## src/rtl/rte_pkg.sv

```systemverilog
package rte_pkg;
  localparam int NUM_DIR = 5;
  localparam int TYPE_W  = 3;

  localparam logic [2:0] CODE_LOCAL = 3'd0;
  localparam logic [2:0] CODE_EAST  = 3'd1;
  localparam logic [2:0] CODE_NORTH = 3'd2;
  localparam logic [2:0] CODE_WEST  = 3'd3;
  localparam logic [2:0] CODE_SOUTH = 3'd4;
  localparam logic [2:0] CODE_NONE  = 3'd7;

  localparam logic [TYPE_W-1:0] KIND_HEAD = 3'd1;
  localparam logic [TYPE_W-1:0] KIND_BODY = 3'd2;
  localparam logic [TYPE_W-1:0] KIND_TAIL = 3'd3;

  typedef struct packed {
    logic writeHdr;
    logic clearEntry;
  } rteStrobe_t;
endpackage

```

## src/rtl/rte_datapath.sv

```systemverilog
module rte_datapath
  import rte_pkg::*;
#(
  parameter int ID_W  = 3,
  parameter int CRD_W = 2,
  parameter int MY_X  = 1,
  parameter int MY_Y  = 2
) (
  input  logic               clk,
  input  logic               rstN,
  input  rteStrobe_t         strobe,
  input  logic [ID_W-1:0]    flitId,
  input  logic [CRD_W-1:0]   destX,
  input  logic [CRD_W-1:0]   destY,
  output logic [NUM_DIR-1:0] lookupMask,
  output logic [NUM_DIR-1:0] hdrOneHot,
  output logic [2:0]         hdrCode
);
  localparam int NUM_ID = 1 << ID_W;
  localparam logic [CRD_W-1:0] HERE_X = CRD_W'(MY_X);
  localparam logic [CRD_W-1:0] HERE_Y = CRD_W'(MY_Y);

  logic [NUM_ID-1:0][NUM_DIR-1:0] dirTable;

  // dimension-ordered decision: x resolved before y
  always_comb begin
    if (destX > HERE_X)      hdrCode = CODE_EAST;
    else if (destX < HERE_X) hdrCode = CODE_WEST;
    else if (destY > HERE_Y) hdrCode = CODE_NORTH;
    else if (destY < HERE_Y) hdrCode = CODE_SOUTH;
    else                     hdrCode = CODE_LOCAL;
  end

  always_comb begin
    hdrOneHot = '0;
    for (int d = 0; d < NUM_DIR; d++) begin
      if (hdrCode == 3'(d)) hdrOneHot[d] = 1'b1;
    end
  end

  assign lookupMask = dirTable[flitId];

  for (genvar g = 0; g < NUM_ID; g++) begin : gEntry
    always_ff @(posedge clk or negedge rstN) begin
      if (!rstN) begin
        dirTable[g] <= '0;
      end else if (flitId == ID_W'(g)) begin
        if (strobe.clearEntry)    dirTable[g] <= '0;
        else if (strobe.writeHdr) dirTable[g] <= dirTable[g] | hdrOneHot;
      end
    end
  end

  a_r2_hdr_onehot: assert property (@(posedge clk) disable iff (!rstN)
    $onehot(hdrOneHot));

  a_r4_hdr_recorded: assert property (@(posedge clk) disable iff (!rstN)
    strobe.writeHdr |=> ((dirTable[$past(flitId)] & $past(hdrOneHot)) != '0));

  a_r4_bits_kept: assert property (@(posedge clk) disable iff (!rstN)
    strobe.writeHdr |=> ((dirTable[$past(flitId)] & $past(lookupMask)) == $past(lookupMask)));

  a_r6_tail_clears: assert property (@(posedge clk) disable iff (!rstN)
    strobe.clearEntry |=> (dirTable[$past(flitId)] == '0));
endmodule

```

## src/rtl/rte_control.sv

```systemverilog
module rte_control
  import rte_pkg::*;
(
  input  logic               clk,
  input  logic               rstN,
  input  logic               flitValid,
  input  logic [TYPE_W-1:0]  flitKind,
  input  logic [NUM_DIR-1:0] hdrOneHot,
  input  logic [NUM_DIR-1:0] lookupMask,
  input  logic [NUM_DIR-1:0] grantIn,
  output logic [NUM_DIR-1:0] reqMask,
  output logic               flitPop,
  output rteStrobe_t         strobe
);
  logic [NUM_DIR-1:0] grantedQ;
  logic [NUM_DIR-1:0] needMask;
  logic [NUM_DIR-1:0] grantedNext;
  logic               isHead;
  logic               isPayload;

  assign isHead    = flitValid && (flitKind == KIND_HEAD);
  assign isPayload = flitValid && (flitKind == KIND_BODY || flitKind == KIND_TAIL);

  always_comb begin
    needMask = '0;
    if (isHead)         needMask = hdrOneHot;
    else if (isPayload) needMask = lookupMask;
  end

  assign reqMask     = needMask & ~grantedQ;
  assign grantedNext = grantedQ | (grantIn & reqMask);
  assign flitPop     = flitValid && ((grantedNext & needMask) == needMask);

  assign strobe.writeHdr   = flitPop && isHead;
  assign strobe.clearEntry = flitPop && flitValid && (flitKind == KIND_TAIL);

  always_ff @(posedge clk or negedge rstN) begin
    if (!rstN)        grantedQ <= '0;
    else if (flitPop) grantedQ <= '0;
    else              grantedQ <= grantedNext;
  end

  a_r5_idle_no_req: assert property (@(posedge clk) disable iff (!rstN)
    !flitValid |-> (reqMask == '0 && !flitPop));

  a_r3_hdr_single_req: assert property (@(posedge clk) disable iff (!rstN)
    isHead |-> $onehot0(reqMask));

  a_r7_grants_cleared: assert property (@(posedge clk) disable iff (!rstN)
    flitPop |=> (grantedQ == '0));

  a_r7_no_repeat_req: assert property (@(posedge clk) disable iff (!rstN)
    (flitValid && !flitPop && $stable(flitKind) && (reqMask != '0)) |=> $stable(flitKind) ? ($countones(reqMask) <= $countones($past(reqMask))) : 1'b1);
endmodule

```

## src/rtl/idtag_route_engine.sv

```systemverilog
module idtag_route_engine
  import rte_pkg::*;
#(
  parameter int FLIT_W = 16,
  parameter int ID_W   = 3,
  parameter int CRD_W  = 2,
  parameter int MY_X   = 1,
  parameter int MY_Y   = 2
) (
  input  logic              clk,
  input  logic              rstN,
  input  logic              flitValid,
  input  logic [FLIT_W-1:0] flitData,
  input  logic [4:0]        grantIn,
  output logic [4:0]        reqMask,
  output logic              flitPop,
  output logic [2:0]        hdrDirCode
);
  localparam int KIND_LSB = FLIT_W - TYPE_W;
  localparam int ID_LSB   = KIND_LSB - ID_W;

  logic [TYPE_W-1:0]  flitKind;
  logic [ID_W-1:0]    flitId;
  logic [CRD_W-1:0]   destX;
  logic [CRD_W-1:0]   destY;
  logic [NUM_DIR-1:0] lookupMask;
  logic [NUM_DIR-1:0] hdrOneHot;
  logic [2:0]         hdrCode;
  rteStrobe_t         strobe;

  assign flitKind = flitData[FLIT_W-1:KIND_LSB];
  assign flitId   = flitData[KIND_LSB-1:ID_LSB];
  assign destX    = flitData[2*CRD_W-1:CRD_W];
  assign destY    = flitData[CRD_W-1:0];

  rte_datapath #(.ID_W(ID_W), .CRD_W(CRD_W), .MY_X(MY_X), .MY_Y(MY_Y)) u_data (
    .clk(clk), .rstN(rstN), .strobe(strobe), .flitId(flitId),
    .destX(destX), .destY(destY), .lookupMask(lookupMask),
    .hdrOneHot(hdrOneHot), .hdrCode(hdrCode)
  );

  rte_control u_ctrl (
    .clk(clk), .rstN(rstN), .flitValid(flitValid), .flitKind(flitKind),
    .hdrOneHot(hdrOneHot), .lookupMask(lookupMask), .grantIn(grantIn),
    .reqMask(reqMask), .flitPop(flitPop), .strobe(strobe)
  );

  assign hdrDirCode = (flitValid && flitKind == KIND_HEAD) ? hdrCode : CODE_NONE;
endmodule

```

## config.mk

```make
export PLATFORM = sky130hd
export DESIGN_NAME = idtag_route_engine
export DESIGN_NICKNAME = d
export VERILOG_FILES = /design/src/rtl/rte_pkg.sv /design/src/rtl/rte_datapath.sv /design/src/rtl/rte_control.sv /design/src/rtl/idtag_route_engine.sv
export SDC_FILE = /design/constraint.sdc
export NUM_CORES = 1
export LEC_CHECK = 0
export CAP_MARGIN = 20
export CORE_AREA = 2 2 103 105
export CTS_CLUSTER_SIZE = 16
export DETAILED_ROUTE_END_ITERATION = 10
export DIE_AREA = 0 0 105 107
export HOLD_SLACK_MARGIN = 0.05
export SLEW_MARGIN = 20
export SYNTH_ARGS = -nofsm -noshare
export SYNTH_HDL_FRONTEND = slang
export SYNTH_SLANG_ARGS = --single-unit
```

## constraint.sdc

```tcl
create_clock -name clk -period 3.3 [get_ports clk]
set_input_delay 0.33 -clock clk [delete_from_list [all_inputs] [get_ports clk]]
set_output_delay 0.33 -clock clk [all_outputs]
set_load 0.005 [all_outputs]
```

# == Word-level counts from Yosys, hierarchy flattened ==
# Index checks and enable logic that the tools add are counted.
# word_totals
register_bits,45
input_bits,24
output_inout_bits,9
# classes
eq_ne,15
n_lt_le_gt_ge,5
muxes,31
bitwise_logic,13
reduce_logical,18
# op_table
cell,n
$mux W5,20
$or A5 B5 Y5,9
$eq A3 B2 Y1 const B,6
$reduce_and A2 Y1,8
$and A5 B5 Y5,3
$bmux W5 S3,1
$eq A3 B3 Y1 const B,5
$mux W3,5
$eq A3 B1 Y1 const B,3
$logic_and A1 B1 Y1,6
$logic_not A3 Y1,2
$eq A5 B5 Y1,1
$mux W1,5
$not A5 Y5,1
$lt A3 B4 Y1 const B,1
$gt A2 B1 Y1 const B,1
$gt A2 B2 Y1 const B,1
$lt A2 B1 Y1 const B,1
$lt A2 B2 Y1 const B,1
$reduce_bool A2 Y1,1
$logic_or A1 B1 Y1,1

# == Depth between registers and ports, before layout ==
# Gate-level depths: netlist of run 1.
# depth
depth_word,18
depth_mapped,10
depth_no_buf,6

# == Modules after synthesis ==
# From an unflattened synthesis of run 1, not the netlist that was laid out.
# hier_totals
cells_unflattened,241
hier_area_um2,2492.4
# by_module_without_submodules
mod,instances,area_per_inst_um2,cells_each,seq_area_each_um2
rte_datapath,1,2019.4,183,1001.0
rte_control,1,441.7,54,125.1
idtag_route_engine,1,31.3,4,0.0

# == Worst setup path after synthesis of run 1 ==
# Ideal clock, no wire load.
# synth_path
kind,in2out
startpoint,input flitData[12]
endpoint,output flitPop
t_arrival_ns,1.922
required_ns,2.970
cell_stages,7
slack_ns,1.048
path_cell_list,buf_2 > buf_2 > mux2i_1 > o22ai_1 > o21ai_0 > nand4_4 > nor2_1
# synth_via
elab_chain_cells,10
# synth_lines
element,line,source
from (decl),idtag_route_engine.sv:13,"input logic [FLIT_W-1:0] flitData,"
$bmux W5 S3 (*),rte_datapath.sv:41,assign lookupMask = dirTable[flitId];
$mux W5 (implied by the code) (*),rte_datapath.sv:41,
$mux W5 (*),rte_control.sv:27,else if (isPayload) needMask = lookupMask;
$mux W5 (*),rte_control.sv:26,if (isHead) needMask = hdrOneHot;
$and A5 B5 Y5,rte_control.sv:30,assign reqMask = needMask & ~grantedQ;
$and A5 B5 Y5,rte_control.sv:31,assign grantedNext = grantedQ | (grantIn & reqMask);
$or A5 B5 Y5,rte_control.sv:31,
$and A5 B5 Y5,rte_control.sv:32,assign flitPop = flitValid && ((grantedNext & needMask) == needMask);
$eq A5 B5 Y1 (*),rte_control.sv:32,
$logic_and A1 B1 Y1 (*),rte_control.sv:32,
to (decl),idtag_route_engine.sv:16,"output logic flitPop,"
# Every way passes the cells marked *; elsewhere a longest branch is shown, timed or not. The select of a mux whose other input is x is not followed.

# == Worst setup path after layout of run 1 ==
# layout_path
startpoint,input flitData[11]
endpoint,output flitPop
# Same word-level chain as after synthesis.

==> impl_metrics.csv, run 1 <==
group,metric,value,unit
run_status,outcome,"finished, final reports clean",
layout,fin_nets,386,
layout,drive_above_1_share,0.168,
timing,slew_viol_final,0,
synth,synth_compound_area_frac,0.144,
power_and_ir_drop,p_leak,1.53,nW
layout,area.growth.synth_to_final,19.8,%
power_and_ir_drop,peakVddDrop,0.182,mV
synth,synth.avg_cell_area,8.94,µm²
synth,synth_area_leaders,"dfrtp_1 38%, a31oi_1 8.2%, nor2_1 6.8%, mux2i_1 5.1%, nor3_2 4.7%",
synth,synth_top_area_frac,0.381,
global_routing,grt_max_degree,46,
critical_path,startpoint_type,"primary input",
timing,fmax,319,MHz
synth,synth.cell_area,2960,µm²
timing,setup_viol,0,
critical_path,cp-end-kind,"output pin",
timing,tns,0,ps
timing,period_needed,3140,ps
timing,max_slew.worst_pin.slew,866,ps
clocking,cts_resized,0,
drt,drtIter0Drc,251,
drt,antenna_left,0,
clocking,clock_sinks,45,
synth,synth_top_family_by_area,"simple AND/OR/NAND/NOR gates",
timing,hold_viol,0,
layout,fillers,1091,
synth,synthMuxAreaShare,0.0774,
synth,synth_xor_area_frac,0,
synth,synth-simple-area-share,0.344,
critical_path,crit_required,2970,ps
timing,skew,6.89,ps
drt,wirelength,8710,µm
die,die_y,107,µm
die,pin_count,33,
global_routing,grt_util_all_layers,0.160,
synth,yosys.area.top_type,"dfrtp_1",
clocking,clk_latency,310,ps
place,io_buffers,26,
place,placedInstanceArea,3430,µm²
clocking,htreeDepth,2,
critical_path,worstSetupPathType,"in2out",
power_and_ir_drop,totalPowerFinal,1.24,mW
drt,wl_per_cell,17.5,µm
clocking,clockRootBuffer,"clkbuf_8",
timing,post-route-period-util,0.951,
critical_path,arrival,2810,ps
die,row_count,37,
critical_path,crit_fanout,23,
die,die-area,11200,µm²
synth,async_reset_ff_frac,1.00,
clocking,clkTransAtPathRegs,90,ps
synth,syn_nets,355,
timing,hold_slack,509,ps
place,gp_congestion,0.849,
synth,syn_inst,331,
clocking,numCtsBuffers,5,
clocking,clockBufferDepth,2,
layout,stdcell_area,3550,µm²
drt,drc,0,
timing,rsz0062_at_grt,"no",
synth,post_synth_num_cell_types,44,
global_routing,grt_pass1_vias,2746,
synth,synth_edf_count,0,
place,placedCellCount,490,
synth,seq_area_frac_synth,0.381,
global_routing,antenna_found_initial,0,
global_routing,grt_pass1_wl,14300,µm
layout,stdcell_count,499,
synth,yosys-top-cells-count,"54 x nor2_1, 45 x dfrtp_1, 39 x a31oi_1, 16 x nand2_1, 16 x nor4_1",
power_and_ir_drop,powerDensity,349,nW/µm²
place,place_ws,98.9,ps
clocking,cts_tree,"built",
hold_path,hold_class,"reg2reg",
global_routing,grt_overflow,0,
die,coreArea,10100,µm²
die,die_w,105,µm
layout,final_util,0.351,
synth,ys.flop_type,"dfrtp_1",
die,start_util,0.293,
layout,diodes,0,
place,hpwl,6360,µm
synth,synthAdderAreaFrac,0,
drt,viasPerCell,5.39,
timing,layout_setup_ws,162,ps
flow_run,max_cap_viol_count,0,
drt,drt_pass1_iterations,5,
timing,max-slew-margin-rel,0.417,
drt,routed-via-count,2688,
synth,synth_warnings,0,
synth,synth.ff_latch_count,45,
synth,post-synth-top-count-cell,"nor2_1",
cell families after synthesis:
family                 Yosys count
and+or+nand+nor                168
AOI/OAI and AO/OA               66
DFF                             45
buffers and inverters           32
muxes                           20
final cells by class:
class,count,area (µm²),share of cell area
repair buffers,49,445,0.126
flip-flops and latches,45,1130,0.318
inverters,7,26.3,0.00741
multi-input cells,254,1680,0.474
clock buffers,6,82.6,0.0233
clock inverters,2,13.8,0.00388
well taps,136,170,0.0480
state kept, by name (all words and copies together), names as in the netlist:
register / cells
u_ctrl.grantedQ: 5
u_data.dirTable: 40
routing by layer:
layer / share of wire / GRT usage
met3: 0.050 / 0.0334
met1: 0.44 / 0.207
met5: 0 / 0
met4: 0.018 / 0.0562
met2: 0.49 / 0.263
power breakdown:
group	switching, mW	total (mW)	internal, mW
registers	0.0269	0.616	0.590
clock network	0.211	0.381	0.170
logic	0.143	0.242	0.0989
total	0.380	1.24	0.859
critical path: stages:
cell and delay, ps:
clkdlybuf4s50_1 510, buf_12 180, mux2_1 320, mux4_2 500, nand3_2 110, nand4_4 100, nor2_1 210, clkdlybuf4s50_1 540
placed cells by master (no fill, tap or decap), types with 3 or more instances in the layout:
| cell type | synthesis | final |
|---|---|---|
| nor2b_1 | 8 | 8 |
| nor3_2 | 14 | 13 |
| a2bb2oi_1 | 3 | 3 |
| buf_4 | 5 | 22 |
| nor2_1 | 54 | 54 |
| nand2_1 | 16 | 16 |
| clkbuf_8 | 0 | 6 |
| nand4_1 | 4 | 4 |
| nand3b_1 | 3 | 3 |
| dfrtp_1 | 45 | 45 |
| nand2b_1 | 7 | 7 |
| nand3_1 | 8 | 8 |
| nor3b_1 | 3 | 3 |
| a21oi_1 | 10 | 10 |
| mux2i_1 | 15 | 15 |
| clkdlybuf4s50_1 | 0 | 25 |
| nor3_1 | 14 | 14 |
| inv_1 | 7 | 7 |
| nor3_4 | 7 | 8 |
| o21ai_0 | 5 | 5 |
| nor4_1 | 16 | 16 |
| a31oi_1 | 39 | 39 |
path summary, 6_finish.rpt:
path / startpoint / end / slack, ps / cells past startpoint
max in group asynchronous: rstN / u_data.dirTable[4]$_DFFE_PN0P_ / 2320 / 2
min in group asynchronous: rstN / u_data.dirTable[13]$_DFFE_PN0P_ / 560 / 2
worst min register to register: u_data.dirTable[14]$_DFFE_PN0P_ / u_data.dirTable[14]$_DFFE_PN0P_ / 510 / 2
worst max register to register: u_data.dirTable[15]$_DFFE_PN0P_ / u_data.dirTable[28]$_DFFE_PN0P_ / 890 / 7
worst min-delay path: u_data.dirTable[14]$_DFFE_PN0P_ / u_data.dirTable[14]$_DFFE_PN0P_ / 510 / 2
worst max-delay path: flitData[11] / flitPop / 160 / 8
repair_timing:
action	4_1_cts	5_1_grt
hold buffers	0	1
hold endpoints to repair	0	1
buffers inserted	0	0
Power figures use the tool's default switching activity.
==> run 2, diff against run 1 <==
--- a/config.mk
+++ b/config.mk
@@ -11,6 +11,8 @@
 export DETAILED_ROUTE_END_ITERATION = 10
 export DIE_AREA = 0 0 105 107
 export HOLD_SLACK_MARGIN = 0.05
+export MAX_ROUTING_LAYER = met4
+export SETUP_SLACK_MARGIN = 0.05
 export SLEW_MARGIN = 20
 export SYNTH_ARGS = -nofsm -noshare
 export SYNTH_HDL_FRONTEND = slang
==> impl_metrics.csv, run 2 (synthesis results as in run 1) <==
group,metric,value,unit
die,start_util,0.293,
timing,max_slew.worst_pin.slew,826,ps
power_and_ir_drop,totalPowerFinal,1.23,mW
flow_run,max_cap_viol_count,0,
global_routing,grt_overflow,0,
clocking,clockBufferDepth,2,
timing,hold_slack,15.4,ps
drt,drtIter0Drc,258,
layout,largestRegisters,"u_data.dirTable: 40 flops, u_ctrl.grantedQ: 5 flops",
layout,stdcell_count,498,
clocking,clkTransAtPathRegs,90,ps
layout,diodes,0,
critical_path,crit_start,"flitData[11]",
clocking,cts_hold_buf,0,
die,die_w,105,µm
place,gp_congestion,0.862,
critical_path,r2r_cells,7,
global_routing,grt_max_degree,46,
clocking,cts_setup_buffers,0,
place,place_ws,98.9,ps
critical_path,crit_required,2970,ps
drt,drt_pass1_iterations,4,
power_and_ir_drop,peakVddDrop,0.181,mV
place,hpwl,6360,µm
critical_path,cp-end-kind,"output pin",
power_and_ir_drop,p_leak,1.52,nW
critical_path,r2r_end,"u_data.dirTable[30]$_DFFE_PN0P_",
layout,largest_register,"u_data.dirTable",
die,die_y,107,µm
timing,max-slew-margin-rel,0.443,
layout,largest_reg_flops,40,
drt,routed-via-count,2704,
run_status,outcome,"finished, final reports clean",
drt,antenna_left,0,
clocking,clk_latency,300,ps
critical_path,r2r_slack,900,ps
timing,tns,0,ps
die,row_count,37,
place,placedCellCount,490,
critical_path,arrival,2800,ps
timing,hold_viol,0,
drt,viasPerCell,5.43,
timing,period_needed,3130,ps
die,die-area,11200,µm²
die,pin_count,33,
clocking,clockRootBuffer,"clkbuf_8",
place,io_buffers,26,
hold_path,hold_class,"in2async",
timing,fmax,320,MHz
die,coreArea,10100,µm²
global_routing,antenna_found_initial,0,
drt,drc,0,
critical_path,r2r-start,"u_ctrl.grantedQ[0]$_DFF_PN0_",
layout,final_common_cell,"nor2_1",
layout,drive_above_1_share,0.169,
critical_path,worstSetupPathType,"in2out",
timing,skew,5.73,ps
clocking,cts_tree,"built",
layout,fin_nets,385,
clocking,htreeDepth,2,
global_routing,grt_util_all_layers,0.164,
power_and_ir_drop,powerDensity,349,nW/µm²
timing,setup_viol,0,
critical_path,crit_end,"flitPop",
timing,slew_viol_final,0,
critical_path,startpoint_type,"primary input",
clocking,cts_resized,0,
drt,wirelength,8610,µm
timing,rsz0062_at_grt,"no",
layout,final_cell_mix,"54 x nor2_1, 45 x dfrtp_1, 39 x a31oi_1, 25 x clkdlybuf4s50_1, 22 x buf_4",
layout,stdcell_area,3540,µm²
global_routing,grt_pass1_wl,14300,µm
critical_path,crit_fanout,23,
layout,area.growth.synth_to_final,19.5,%
global_routing,grt_pass1_vias,2746,
clocking,numCtsBuffers,5,
timing,post-route-period-util,0.948,
clocking,clock_sinks,45,
timing,layout_setup_ws,173,ps
drt,wl_per_cell,17.3,µm
layout,final_util,0.350,
place,placedInstanceArea,3430,µm²
[run 2: how the worst min path moves through the flow]
| stage | from | end | slack [ps] | cells past startpoint |
|---|---|---|---|---|
| after detailed placement | u_data.dirTable[0]$_DFFE_PN0P_ | u_data.dirTable[0]$_DFFE_PN0P_ | 490 | 2 |
| after floorplan | rstN | u_ctrl.grantedQ[0]$_DFF_PN0_ | 30 | 0 |
| final | rstN | u_data.dirTable[13]$_DFFE_PN0P_ | 20 | 1 |
| after global placement | u_data.dirTable[3]$_DFFE_PN0P_ | u_data.dirTable[3]$_DFFE_PN0P_ | 480 | 2 |
| after global routing | rstN | u_data.dirTable[13]$_DFFE_PN0P_ | 50 | 1 |
| after CTS | rstN | u_data.dirTable[13]$_DFFE_PN0P_ | 240 | 1 |
[run 2: routing by layer]
layer / wire length [µm] / share of wire / vias to the layer above / track usage
met1: 3820 / 0.44 / 1329 / 0.208
met3: 423 / 0.049 / 17 / 0.0334
met4: 159 / 0.018 / 0 / 0.0562
li1: - / - / 1287 / -
met2: 4220 / 0.49 / 71 / 0.263
met5: 0 / 0 / - / -
[run 2: cell type report]
| cell class | instances | area (µm²) |
|---|---|---|
| Multi-Input combinational cell | 254 | 1680 |
| Fill cell | 1093 | 6560 |
| Tap cell | 136 | 170 |
| Clock buffer | 6 | 82.6 |
| Timing Repair Buffer | 48 | 435 |
| Sequential cell | 45 | 1130 |
| Inverter | 7 | 26.3 |
| Clock inverter | 2 | 13.8 |
[run 2: worst max-delay path: stages]
cell and delay [ps]:
clkdlybuf4s50_1 510, buf_12 180, mux2_1 320, mux4_2 500
nand3_2 110, nand4_4 100, nor2_1 200, clkdlybuf4s50_1 540
[run 2: power breakdown]
part | internal, mW | switching [mW]
Sequential | 0.590 | 0.0269
Clock | 0.170 | 0.208
Combinational | 0.0981 | 0.142
